`config.mk`:
```
export PLATFORM = sky130hd
export DESIGN_NAME = clamp_gate_timer
export DESIGN_NICKNAME = d
export VERILOG_FILES = /design/src/rtl/cgt_pkg.sv /design/src/rtl/cgt_extremes.sv /design/src/rtl/cgt_offset.sv /design/src/rtl/cgt_leg_sat.sv /design/src/rtl/clamp_gate_timer.sv
export SDC_FILE = /design/constraint.sdc
export NUM_CORES = 1
export LEC_CHECK = 0
export ABC_AREA = 0
export BUFFER_PORTS_ARGS = -buffer_cell sky130_fd_sc_hd__clkbuf_2
export CORE_ASPECT_RATIO = 0.7
export CORE_UTILIZATION = 40
export DETAILED_ROUTE_END_ITERATION = 12
export GPL_TIMING_DRIVEN = 0
export HOLD_SLACK_MARGIN = 0.12
export MAX_ROUTING_LAYER = met4
export SLEW_MARGIN = 25
export SYNTH_ARGS = -nofsm -noshare
export SYNTH_HDL_FRONTEND = slang
export SYNTH_SLANG_ARGS = --single-unit
```
`constraint.sdc`:
```
create_clock -name clk -period 23 [get_ports clk]
set_input_delay 2.3 -clock clk [delete_from_list [all_inputs] [get_ports clk]]
set_output_delay 2.3 -clock clk [all_outputs]
set_load 0.02 [all_outputs]
```
`src/rtl/cgt_pkg.sv`:
```
package cgt_pkg;
  localparam int LEGS = 3;
  typedef logic [LEGS-1:0] leg_mask_t;
endpackage

```
`src/rtl/cgt_extremes.sv`:
```
module cgt_extremes
  import cgt_pkg::*;
#(
  parameter int TW = 16
) (
  input  logic signed [TW-1:0] t_in [LEGS],
  output logic signed [TW-1:0] t_max,
  output logic signed [TW-1:0] t_min,
  output leg_mask_t            max_mask,
  output leg_mask_t            min_mask
);
  // strict compares keep the lowest index on ties
  always_comb begin
    t_max    = t_in[0];
    t_min    = t_in[0];
    max_mask = leg_mask_t'(1);
    min_mask = leg_mask_t'(1);
    for (int i = 1; i < LEGS; i++) begin
      if (t_in[i] > t_max) begin
        t_max    = t_in[i];
        max_mask = leg_mask_t'(1) << i;
      end
      if (t_in[i] < t_min) begin
        t_min    = t_in[i];
        min_mask = leg_mask_t'(1) << i;
      end
    end
  end
endmodule

```
`src/rtl/cgt_offset.sv`:
```
module cgt_offset #(
  parameter int TW = 16,
  parameter int PW = 15,
  parameter int IW = TW + 2
) (
  input  logic signed [TW-1:0] t_max,
  input  logic signed [TW-1:0] t_min,
  input  logic        [PW-1:0] period,
  output logic signed [IW-1:0] shift,
  output logic                 hi_rail
);
  logic signed [IW-1:0] mx, mn, per_x, rail_sum;

  always_comb begin
    mx       = IW'(t_max);
    mn       = IW'(t_min);
    per_x    = IW'({1'b0, period});
    rail_sum = mx + mn;
    hi_rail  = !rail_sum[IW-1];
    shift    = hi_rail ? (per_x - mx) : -mn;
  end
endmodule

```
`src/rtl/cgt_leg_sat.sv`:
```
module cgt_leg_sat #(
  parameter int TW = 16,
  parameter int PW = 15,
  parameter int IW = TW + 2
) (
  input  logic signed [TW-1:0] t_leg,
  input  logic signed [IW-1:0] shift,
  input  logic        [PW-1:0] period,
  output logic        [PW-1:0] gate
);
  logic signed [IW-1:0] moved, per_x;

  always_comb begin
    moved = IW'(t_leg) + shift;
    per_x = IW'({1'b0, period});
    if (moved[IW-1])        gate = '0;
    else if (moved > per_x) gate = period;
    else                    gate = moved[PW-1:0];
  end
endmodule

```
`src/rtl/clamp_gate_timer.sv`:
```
module clamp_gate_timer
  import cgt_pkg::*;
#(
  parameter int TW = 16,
  parameter int PW = TW - 1
) (
  input  logic                 clk,
  input  logic                 rst_n,
  input  logic                 in_valid,
  output logic                 in_ready,
  input  logic signed [TW-1:0] t_a,
  input  logic signed [TW-1:0] t_b,
  input  logic signed [TW-1:0] t_c,
  input  logic        [PW-1:0] period,
  output logic                 out_valid,
  input  logic                 out_ready,
  output logic        [PW-1:0] g_a,
  output logic        [PW-1:0] g_b,
  output logic        [PW-1:0] g_c,
  output logic        [TW-1:0] eff_time,
  output logic        [LEGS-1:0] clamp_hi,
  output logic        [LEGS-1:0] clamp_lo
);
  localparam int IW = TW + 2;

  logic signed [TW-1:0] legs [LEGS];
  logic signed [TW-1:0] t_max, t_min;
  leg_mask_t            max_mask, min_mask;
  logic signed [IW-1:0] shift;
  logic                 hi_rail;
  logic        [PW-1:0] gate [LEGS];
  logic                 take;

  assign legs[0] = t_a;
  assign legs[1] = t_b;
  assign legs[2] = t_c;

  cgt_extremes #(.TW(TW)) u_ext (
    .t_in(legs), .t_max(t_max), .t_min(t_min),
    .max_mask(max_mask), .min_mask(min_mask)
  );

  cgt_offset #(.TW(TW), .PW(PW), .IW(IW)) u_off (
    .t_max(t_max), .t_min(t_min), .period(period),
    .shift(shift), .hi_rail(hi_rail)
  );

  for (genvar k = 0; k < LEGS; k++) begin : g_leg
    cgt_leg_sat #(.TW(TW), .PW(PW), .IW(IW)) u_sat (
      .t_leg(legs[k]), .shift(shift), .period(period), .gate(gate[k])
    );
  end

  assign in_ready = !out_valid || out_ready;
  assign take     = in_valid && in_ready;

  always_ff @(posedge clk) begin
    if (!rst_n) begin
      out_valid <= 1'b0;
      g_a       <= '0;
      g_b       <= '0;
      g_c       <= '0;
      eff_time  <= '0;
      clamp_hi  <= '0;
      clamp_lo  <= '0;
    end else begin
      if (take) begin
        out_valid <= 1'b1;
        g_a       <= gate[0];
        g_b       <= gate[1];
        g_c       <= gate[2];
        eff_time  <= TW'(t_max - t_min);
        clamp_hi  <= hi_rail ? max_mask : '0;
        clamp_lo  <= hi_rail ? '0 : min_mask;
      end else if (out_ready) begin
        out_valid <= 1'b0;
      end
    end
  end
endmodule

```
==> results by group <==
Setup path
  • Max incr delay on CP: approximately 800 ps
  • Worst EP arrival: 18410 ps
  • Critical Path RT: between 20000 and 25000 ps
  • Crit Path Category: input pin to flip-flop
  • CP Max Fanout: 10
  • CP max stage cell: nor4b_4
  • CP Launch Type: input pin
  • Cell repeated most along the worst path: a21oi_1
  • Setup crit end kind: flip-flop

Route
  • DR iter-0 viols: about 1100
  • Avg Vias per Cell: between 5 and 6
  • Drt pass-1 iters: 6
  • DR vias: approximately 11000
  • Drt total wl: 39670 um
  • Final routed DRC violation total: 0
  • Final antenna-violating net count: 0
  • Average routed wire per standard cell: roughly 20 um

CTS
  • CTS tree: built
  • Clk buf depth: 2
  • Clk root buf: clkbuf_16
  • Post-CTS Hold Buffers: 0
  • Max H-tree Level: 3
  • Clock-pin slew on the worst setup and hold paths: 60 ps
  • CTS sink count: slightly below 70
  • Num CTS Buffers: 9
  • Post-CTS sizing: 0
  • Number of post-CTS setup repair buffers: 0
  • Worst skew pair latency: roughly 360 ps

Timing
  • Final count of hold timing violations: 0
  • Max Clock Freq: 55.02 MHz
  • Worst slew margin: 0.4089
  • Min cycle time layout: roughly 18000 ps
  • Setup TNS: 0 ps
  • RSZ-0062 raised after global routing: false
  • Slew @ Worst Pin: between 800 and 900 ps
  • Fin crit share: 0.7903
  • Skew final: about 5.3 ps
  • Max-slew violations: 0
  • Final setup vio count: 0

Placed design
  • IO Port Bufs: around 130
  • HPWL after detailed placement: roughly 34000 um
  • Placer Congestion: about 1

Run
  • Max-Cap Viols: 0

Global route
  • Remaining Overflow, GRT: 0
  • Largest net degree at the start of global routing: 13
  • Vias in the first global route: roughly 10000
  • First-pass GRT wire length: slightly below 60000 um
  • Total GRT Usage: 0.2957
  • Antenna violations before repair: 0

Synth
  • Synth unique cells: 85
  • Register area share after synthesis: 0.1278
  • Yosys warns: 0
  • FFs w/ async S/R, synth: 0
  • Synth top area share: 0.2244
  • FF+latch count, synth: just under 70
  • Top cells by area, synth: ha_1 22%, dfxtp_1 13%, a21oi_1 6.5%
  • Most used flip-flop cell after synthesis: dfxtp_1
  • Synth top cells by count: 191 x ha_1, 138 x a21oi_1, 122 x nand2_1, 121 x nor2_1, 109 x inv_1
  • Most common cell in the netlist: ha_1
  • Synth area leader: ha_1
  • EDFF count, synth: 0
  • Syn Nets: 1689
  • Avg Synthesized Cell Area: about 7.5 um2
  • Syn Inst Count: 1428
  • Cell Area, Synth: ~0.011 mm2

Cells and area
  • Area delta synth->final: 13.87%
  • # diodes: 0
  • Layout cell share with drive strength beyond 1: 0.1280
  • Nets: ~1800
  • Number of fill cells: between 2000 and 3000

Floorplan
  • Die X: about 200 um
  • Top-Level Pins: 136
  • Core area: 0.02593 mm2
  • Die Y: roughly 140 um
  • Row cnt: 49
  • Initial core utilization: 0.4106
  • Die area: about 0.027 mm2

Min path
  • Hold/Removal Path Class: flip-flop to flip-flop

Outcome
  • Status: complete, no violations
==> flip-flops by register name, indices dropped and copies added (netlist names) <==
name	flops
g_a	15
g_b	15
g_c	15
out_valid	1
clamp_lo	3
eff_time	16
clamp_hi	3
==> layout make-up <==
type                            count  area, um2  share of cell area
Timing Repair Buffer              134      670.6             0.05531
Clock buffer                       10      239.0             0.01971
Multi-Input combinational cell   1208       8695              0.7171
Clock inverter                      6      111.4            0.009185
Sequential cell                    68       1361              0.1123
Tap cell                          357      446.7             0.03684
Inverter                          109      409.1             0.03375
Buffer                             43      191.4             0.01579
==> per-layer routing <==
metal  track usage  wire (um)  vias to the layer above
li1              -          -                     5502
met1        0.4454      20250                     5157
met2        0.3893      15230                      414
met3       0.07172       3662                       27
met4       0.05590        524                        0
met5             -          0                        -
==> worst max-delay path: cells and delay by family <==
kind,cells,cell delay [ps]
adders and majority gates,5,1570
buffers and inverters,12,4480
AOI/OAI and AO/OA,31,6740
and+or+nand+nor,10,3010
muxes,1,270
==> path summary, 6_finish.rpt <==
path | slack (ps) | endpoint | start | cells after the start
min reg2reg | 450 | g_c[5] | g_c[5] | 2
max reg2reg | 20270 | g_a[8] | out_valid | 9
min | 450 | g_c[5] | g_c[5] | 2
max | 4820 | g_a[12] | t_a[1] | 59
==> cell usage in the layout (no fill, tap or decap), types with 54 or more instances in the layout <==
master	Yosys	final
o21ai_0	101	101
a21oi_1	138	138
clkbuf_2	0	134
inv_1	109	109
ha_1	191	191
nand2_1	122	122
dfxtp_1	68	68
xnor2_1	54	54
nor2_1	121	121
mux2i_1	55	55
==> cells by family (layout without fill, tap and decap cells) <==
kind of cell,Yosys count,in the layout,share of synthesized area
AO/OA/AOI/OAI,448,448,0.2717
XOR/XNOR,68,68,0.05593
adder cells (fa/ha/maj),194,194,0.2301
buffers and inverters,152,302,0.05640
flip-flops,68,68,0.1279
multiplexers,60,60,0.05758
AND/OR/NAND/NOR,438,438,0.2005
==> through the flow <==
stage,instances,worst slack [ps],instance area [um2],utilization,hold WS (ps)
6_report,1935,4823,12120,0.4675,446.6
5_1_grt,1935,3786,12120,0.4675,474.5
4_1_cts,1935,5500,12120,0.4675,450.5
3_5_place_dp,1919,5207,11770,0.4540,442.3
3_3_place_gp,1919,4879,11770,0.4537,440.9
2_1_floorplan,1428,9213,10650,-,526.4
Power is left out: the tool's default activity adds up to more than one toggle a clock period on the data nets, which glitch-free logic cannot reach.
